==> config.mk <==
export PLATFORM = sky130hd
export DESIGN_NAME = sig_capture_buf
export DESIGN_NICKNAME = d
export VERILOG_FILES = /design/src/rtl/sigbuf_pkg.sv /design/src/rtl/sigbuf_slot_ctr.sv /design/src/rtl/sigbuf_shift.sv /design/src/rtl/sigbuf_store.sv /design/src/rtl/sig_capture_buf.sv
export SDC_FILE = /design/constraint.sdc
export NUM_CORES = 1
export LEC_CHECK = 0
export ABC_AREA = 1
export BUFFER_PORTS_ARGS = -buffer_cell sky130_fd_sc_hd__buf_2
export CAP_MARGIN = 20
export CORE_UTILIZATION = 50
export CTS_BUF_LIST = sky130_fd_sc_hd__clkbuf_8 sky130_fd_sc_hd__clkbuf_16
export CTS_CLUSTER_DIAMETER = 100
export DETAILED_ROUTE_END_ITERATION = 10
export PLACE_DENSITY = 0.66
export SKIP_LAST_GASP = 1
export SYNTH_ARGS = -nofsm -noshare
export SYNTH_HDL_FRONTEND = slang
export SYNTH_SLANG_ARGS = --single-unit
==> constraint.sdc <==
create_clock -name clk_i -period 1.59 [get_ports clk_i]
set_input_delay 0.2385 -clock clk_i [delete_from_list [all_inputs] [get_ports clk_i]]
set_output_delay 0.2385 -clock clk_i [all_outputs]
set_load 0.03 [all_outputs]
==> src/rtl/sigbuf_pkg.sv <==
package sigbuf_pkg;
  parameter int SLOTS     = 32;
  parameter int T1_SLOTS  = 24;
  parameter int SLOT_BITS = 8;
  parameter int NIB_W     = 4;
  parameter int DATA_W    = 8;
  localparam int ADDR_W   = $clog2(SLOTS);
  localparam int BIT_W    = $clog2(SLOT_BITS);
endpackage

==> src/rtl/sigbuf_slot_ctr.sv <==
module sigbuf_slot_ctr
  import sigbuf_pkg::*;
(
  input  logic              clk_i,
  input  logic              rst_ni,
  input  logic              fsync_i,
  input  logic              e1_mode_i,
  output logic              cap_o,
  output logic [ADDR_W-1:0] slot_o
);
  logic              active_q;
  logic [BIT_W-1:0]  bit_q;
  logic [ADDR_W-1:0] slot_q;
  logic [ADDR_W-1:0] last_slot;
  logic              slot_end;

  assign last_slot = e1_mode_i ? ADDR_W'(SLOTS - 1) : ADDR_W'(T1_SLOTS - 1);
  assign slot_end  = (bit_q == BIT_W'(SLOT_BITS - 1));

  always_ff @(posedge clk_i or negedge rst_ni) begin
    if (!rst_ni) begin
      active_q <= 1'b0;
      bit_q    <= '0;
      slot_q   <= '0;
    end else if (fsync_i) begin
      // sync cycle is bit 0 of slot 0
      active_q <= 1'b1;
      bit_q    <= BIT_W'(1);
      slot_q   <= '0;
    end else if (active_q) begin
      bit_q <= bit_q + BIT_W'(1);
      if (slot_end) begin
        if (slot_q >= last_slot) active_q <= 1'b0;
        else                     slot_q   <= slot_q + ADDR_W'(1);
      end
    end
  end

  assign cap_o  = active_q && slot_end && !fsync_i;
  assign slot_o = slot_q;
endmodule

==> src/rtl/sigbuf_shift.sv <==
module sigbuf_shift
  import sigbuf_pkg::*;
(
  input  logic             clk_i,
  input  logic             rst_ni,
  input  logic             sig_i,
  output logic [NIB_W-1:0] nib_o
);
  logic [NIB_W-2:0] sh_q;

  always_ff @(posedge clk_i or negedge rst_ni) begin
    if (!rst_ni) sh_q <= '0;
    else         sh_q <= {sh_q[NIB_W-3:0], sig_i};
  end

  // current bit completes the nibble
  assign nib_o = {sh_q, sig_i};
endmodule

==> src/rtl/sigbuf_store.sv <==
module sigbuf_store
  import sigbuf_pkg::*;
(
  input  logic              clk_i,
  input  logic              rst_ni,
  input  logic              cap_i,
  input  logic [ADDR_W-1:0] slot_i,
  input  logic [NIB_W-1:0]  nib_i,
  input  logic              cpu_we_i,
  input  logic [ADDR_W-1:0] cpu_addr_i,
  input  logic [DATA_W-1:0] cpu_wdata_i,
  output logic [DATA_W-1:0] cpu_rdata_o
);
  logic [NIB_W-1:0] mem_q [SLOTS];

  for (genvar i = 0; i < SLOTS; i++) begin : g_ent
    always_ff @(posedge clk_i or negedge rst_ni) begin
      if (!rst_ni)
        mem_q[i] <= '0;
      else if (cpu_we_i && cpu_addr_i == ADDR_W'(i))
        mem_q[i] <= cpu_wdata_i[NIB_W-1:0];
      else if (cap_i && slot_i == ADDR_W'(i))
        mem_q[i] <= nib_i;
    end
  end

  assign cpu_rdata_o = {{(DATA_W - NIB_W){1'b0}}, mem_q[cpu_addr_i]};
endmodule

==> src/rtl/sig_capture_buf.sv <==
module sig_capture_buf
  import sigbuf_pkg::*;
(
  input  logic              clk_i,
  input  logic              rst_ni,
  input  logic              sig_i,
  input  logic              fsync_i,
  input  logic              e1_mode_i,
  input  logic              cpu_we_i,
  input  logic [ADDR_W-1:0] cpu_addr_i,
  input  logic [DATA_W-1:0] cpu_wdata_i,
  output logic [DATA_W-1:0] cpu_rdata_o
);
  logic              cap;
  logic [ADDR_W-1:0] slot;
  logic [NIB_W-1:0]  nib;

  sigbuf_slot_ctr i_ctr (
    .clk_i, .rst_ni, .fsync_i, .e1_mode_i,
    .cap_o  (cap),
    .slot_o (slot)
  );

  sigbuf_shift i_shift (
    .clk_i, .rst_ni, .sig_i,
    .nib_o (nib)
  );

  sigbuf_store i_store (
    .clk_i, .rst_ni,
    .cap_i  (cap),
    .slot_i (slot),
    .nib_i  (nib),
    .cpu_we_i, .cpu_addr_i, .cpu_wdata_i, .cpu_rdata_o
  );
endmodule

* Word-level counts from Yosys, hierarchy flattened *
Index checks and enable logic that the tools add are counted.

operators by class
  mux-type cells = 78
  order comparisons = 2
  reductions and logical operators = 104
  eq/ne operators = 64
  bitwise operators = 1
  add/subtract/negate cells = 2

operators by type and width
  operator                                       number
  two-way mux 4 bit                              67
  == test 5 bit, second input constant           32
  == test 5 x 4 -> 1 bit, second input constant  16
  nonzero test 2 bit                             34
  logical AND 1 bit                              66
  == test 5 x 3 -> 1 bit, second input constant  8
  binary-select mux 4 bit (select 5 bit)         1
  == test 5 x 2 -> 1 bit, second input constant  4
  two-way mux 5 bit                              4
  == test 5 x 1 -> 1 bit, second input constant  2
  logical NOT 5 bit                              2
  >= comparator 6 bit, second input constant     1
  two-way mux 3 bit                              2
  NOT 5 -> 6 bit                                 1
  adder 5 x 1 -> 5 bit, second input constant    1
  >= comparator 5 bit                            1
  two-way mux 1 bit                              4
  adder 3 x 1 -> 3 bit, second input constant    1
  == test 3 bit, second input constant           1
  AND reduction 3 bit                            1
  != test 2 bit, second input constant           1
  logical NOT 1 bit                              1

word-level totals
  output and inout port bits = 8
  register bits = 140
  input bits = 19
  logic and storage cells = 287

* Depth between registers and ports, before layout *
  depth after elaboration = 6
  mapped depth = 12
  mapped depth without buffers = 12

* By module *
Synthesis repeated with hierarchy kept, for this count alone.

unflattened totals
  cell total of the unflattened synthesis = 1162
  area, all modules = 8245.4 um^2

by module, submodules not included
  module           instances  cells an instance  area an instance (um^2)
  sigbuf_store     1          1090               7629.8
  sigbuf_slot_ctr  1          68                 533.0
  sigbuf_shift     1          4                  82.6

* Least setup slack after synthesis *
Ideal clock, no wire load.

  kind = input -> output
  start point = input cpu_addr_i[1]
  end point = output cpu_rdata_o[2]
  path buffers = 2
  path slack = -0.111 ns
  data arrival time = 1.462 ns
  stages = 9
  path through = buf_4 > inv_2 > clkbuf_1 > nand2_1 > nand3_1 > nand2_1 > nand2_1 > nor2_1 > nor2_1

on the way
  longest elaborated chain between the ends = 4

RTL lines
  element                                                line                   text
  start: declaration                                     sig_capture_buf.sv:10  input logic [ADDR_W-1:0] cpu_addr_i,
  NOT 5 -> 6 bit (implied by the code)                   sigbuf_store.sv:27     assign cpu_rdata_o = {{(DATA_W - NIB_W){1'b0}}, mem_q[cpu_addr_i]};
  binary-select mux 4 bit (select 5 bit)                 sigbuf_store.sv:27
  two-way mux 4 bit (implied by the code) (2 in series)  sigbuf_store.sv:27
  end: declaration                                       sig_capture_buf.sv:12  output logic [DATA_W-1:0] cpu_rdata_o

No other way between the ends. The select of a mux whose other input is x is not followed.

* Worst setup path in the final report *
  start point = register i_store.mem_q[93] (netlist bit)
  end point = output cpu_rdata_o[1]

on the way
  longest elaborated chain between the ends = 3

RTL lines
  element                                                line                text
  start: declaration                                     sigbuf_store.sv:14  logic [NIB_W-1:0] mem_q [SLOTS];
  start signal: indexed assignment                       sigbuf_store.sv:21  mem_q[i] <= cpu_wdata_i[NIB_W-1:0];
  start signal: indexed assignment                       sigbuf_store.sv:23  mem_q[i] <= nib_i;
  binary-select mux 4 bit (select 5 bit)                 sigbuf_store.sv:27
  two-way mux 4 bit (implied by the code) (2 in series)  sigbuf_store.sv:27

No other way between the ends. The select of a mux whose other input is x is not followed.

==> results_dict.tcl <==
set metrics [dict create \
    gp_congestion 0.964 \
    finalMaxSlewViolations 0 \
    cts_tree "done" \
    grt_pass1_wl_um 47600 \
    relSlewSlack_pct 66.3 \
    syn_to_final_growth_pct 43.8 \
    period_minus_slack_ns 1.88 \
    wl_met3_um 2970 \
    num_rows 47 \
    hold_viol 0 \
    antenna_found_initial 0 \
    route.detailed.drc 0 \
    fin_cells 1581 \
    place_inst 1515 \
    clock-root-buffer "clkbuf_16" \
    die_x_um 132 \
    dieArea_mm2 0.0175 \
    yosysWarnings 0 \
    power_leakage_nw 5.61 \
    violations "negative setup slack" \
    setup_violations 131 \
    drive_gt1_share_pct 36.4 \
    p_switching_w 0.00364 \
    worst_pin_slew_ns 0.506 \
    vias 9409 \
    port_buffers 18 \
    clkTransAtPathRegs_ns 0.06 \
    io_pins 27 \
    synth.cell_area_mm2 0.00848 \
    cts_buffers 17 \
    setup_slack_ns -0.289 \
    grt_use_total_pct 35.8 \
    p_sw_share_pct 30.7 \
    drv_cap 0 \
    hold_ws_ns 0.181 \
    first_pass_iters 6 \
    clkPwrFrac_pct 37.8 \
    drt-total-wl_um 32400 \
    fp.dieH_um 132 \
    fillers 1209 \
    p_per_area_mw_per_mm2 973 \
    required_ns 1.35 \
    intPower_w 0.00822 \
    numClockSinks 140 \
    ant_nets 0 \
    clock_path_buffers 2 \
    layout_commonest_cell "nand2_1" \
    rsz0062_at_grt "yes" \
    grt_pass1_vias 8702 \
    seq_area_mm2 0.00351 \
    seq_area_frac_synth_pct 41.3 \
    multi_input_area_mm2 0.00556 \
    worst_hold_path_type "in -> reg" \
    wl_met1_um 12700 \
    peakVddDrop_uv 826 \
    highest_layer "met4" \
    outcome "finished with violations" \
    crit_type "reg -> out" \
    grt_max_degree 52 \
    clk-insertion-delay-late_ns 0.44 \
    comb_power_share_pct 21.6 \
    skew_ns 0.0113 \
    post-dp-hpwl_um 20300 \
    grt_overflow 0 \
    cp_max_fo 2 \
    synthCells 1197 \
    ys_seq_elements 140 \
    drtIter0Drc 1097 \
    n_antenna_cell 0 \
    period_share_pct 118 \
    wl_met2_um 14900 \
    cp.arrival_ns 1.64 \
    coreArea_mm2 0.0166 \
    fmax_mhz 532 \
    wl_per_cell_um 20.5 \
    pwr-share-seq_pct 40.6 \
    initial_core_util_pct 51.1 \
    via_per_inst 5.95 \
    nNetsFinal 1377 \
    final_cell_mix "nand2_1, dfrtp_1, buf_4" \
    synth.distinct_cells 35 \
    avgSynthCellArea_um2 7.08 \
    cts_max_level 4 \
    end_kind "output pin" \
    start_kind "register" \
]
-- area by class of cell --
type,count,share of cell area (%)
inverter,85,3.15
multi-input combinational,921,45.6
clock buffer,19,3.71
timing repair buffer,183,14.8
sequential,140,28.7
timing repair inverter,1,0.133
tap,220,2.26
clock inverter,12,1.59
-- Yosys cell counts --
cell type  count  area (um2)
nor3_1         5        25.0
buf_4          7        52.6
dfrtp_1      140        3500
nand3_1       85         425
ha_1           9         113
nand4_1        7        43.8
inv_1         62         233
nor2_2        10        62.6
o22ai_1       14        87.6
nand2_4        4        45.0
o221ai_1      28         245
buf_2         17        85.1
a21oi_1        6        30.0
nor2_4         5        56.3
conb_1         1        3.75
o211ai_1      59         443
xor2_1         1        8.76
nand2_2       24         150
o21ai_4        3        48.8
xnor2_1        1        8.76
clkinv_2       1        5.00
o21ai_0       21         105
a31oi_1       18         113
inv_4          1        6.26
inv_2         18        67.6
o21ai_1        9        45.0
nor2_1        98         368
nand2_1      501        1880
nand3b_1       1        7.51
buf_6          3        33.8
nor3b_1        4        30.0
o21ai_2        4        35.0
clkinv_1       3        11.3
buf_1          2        7.51
clkbuf_1      25        93.8
-- registers in the layout (all words and copies together), names as in the netlist --
register / flops
i_ctr.slot_o: 5
i_shift.sh_q: 3
i_ctr.bit_q: 3
i_ctr.active_q: 1
i_store.mem_q: 128
-- layer usage --
metal / vias up / GRT usage, %
met5: - / 0
met4: 0 / 19.7
met3: 130 / 7.34
met2: 547 / 55.0
met1: 4499 / 47.3
li1: 4233 / -
-- kinds of logic after synthesis --
kind of cell,Yosys count,share of synthesized area (%)
AND/OR/NAND/NOR,744,36.5
AO/OA/AOI/OAI,162,13.6
flip-flops,140,41.3
buffers and inverters,139,7.02
adder cells (fa/ha/maj),9,1.33
XOR/XNOR,2,0.207
other,1,0.0442
-- through the flow --
| stage | setup slack (ns) | cell area (um2) | utilization (%) | power (W) | TNS (ns) |
|---|---|---|---|---|---|
| 5_1_grt | -0.331 | 12200 | 73.5 | 0.0123 | -25.33 |
| 3_5_place_dp | -0.271 | 9740 | 58.7 | 0.00688 | -12.66 |
| 6_report | -0.289 | 12200 | 73.5 | 0.0119 | -15.62 |
| 2_1_floorplan | -0.00426 | 8520 | - | 0.00605 | -0.00635 |
| 3_3_place_gp | -0.279 | 9740 | 58.7 | 0.00685 | -10.44 |
| 4_1_cts | -0.255 | 11200 | 67.5 | 0.0115 | -6.66 |
-- repair_timing --
| item | in CTS | in global routing |
|---|---|---|
| setup endpoints to repair | 131 | 137 |
| buffers inserted | 11 | 27 |
| hold endpoints to repair | 115 | 0 |
| gates resized for setup | 168 | 195 |
| pin swaps | 48 | 66 |
| cloned | 3 | 0 |
| hold buffers | 1 | 0 |
-- critical path: stages, from the launching register on --
cell and delay, ns:
dfrtp_1 0.38, nand2_1 0.07, nand2_1 0.09, nand2_1 0.07
nand2_1 0.08, nand2_1 0.06, nand3_2 0.10, nor2_2 0.04
nor2_2 0.15, buf_6 0.15
-- worst paths after layout --
check | startpoint | to | slack (ns) | cells after the start
max reg2reg | i_ctr.bit_q[1] | i_store.mem_q[94] | -0.22 | 9
min in group asynchronous | rst_ni | i_shift.sh_q[1] | 0.22 | 2
min reg2reg | i_store.mem_q[49] | i_store.mem_q[49] | 0.50 | 2
max | i_store.mem_q[93] | cpu_rdata_o[1] | -0.29 | 9
min | cpu_wdata_i[2] | i_store.mem_q[114] | 0.18 | 3
max in group asynchronous | rst_ni | i_store.mem_q[71] | 0.76 | 3
-- power by group through the flow --
stage	clock (W)	combinational [W]	sequential (W)
after global placement	0	0.00205	0.00480
after detailed placement	0	0.00210	0.00478
final	0.00448	0.00257	0.00482
after floorplan	0	0.00145	0.00460
after CTS	0.00449	0.00223	0.00474
after global routing	0.00463	0.00282	0.00488
Power figures use the tool's default switching activity.
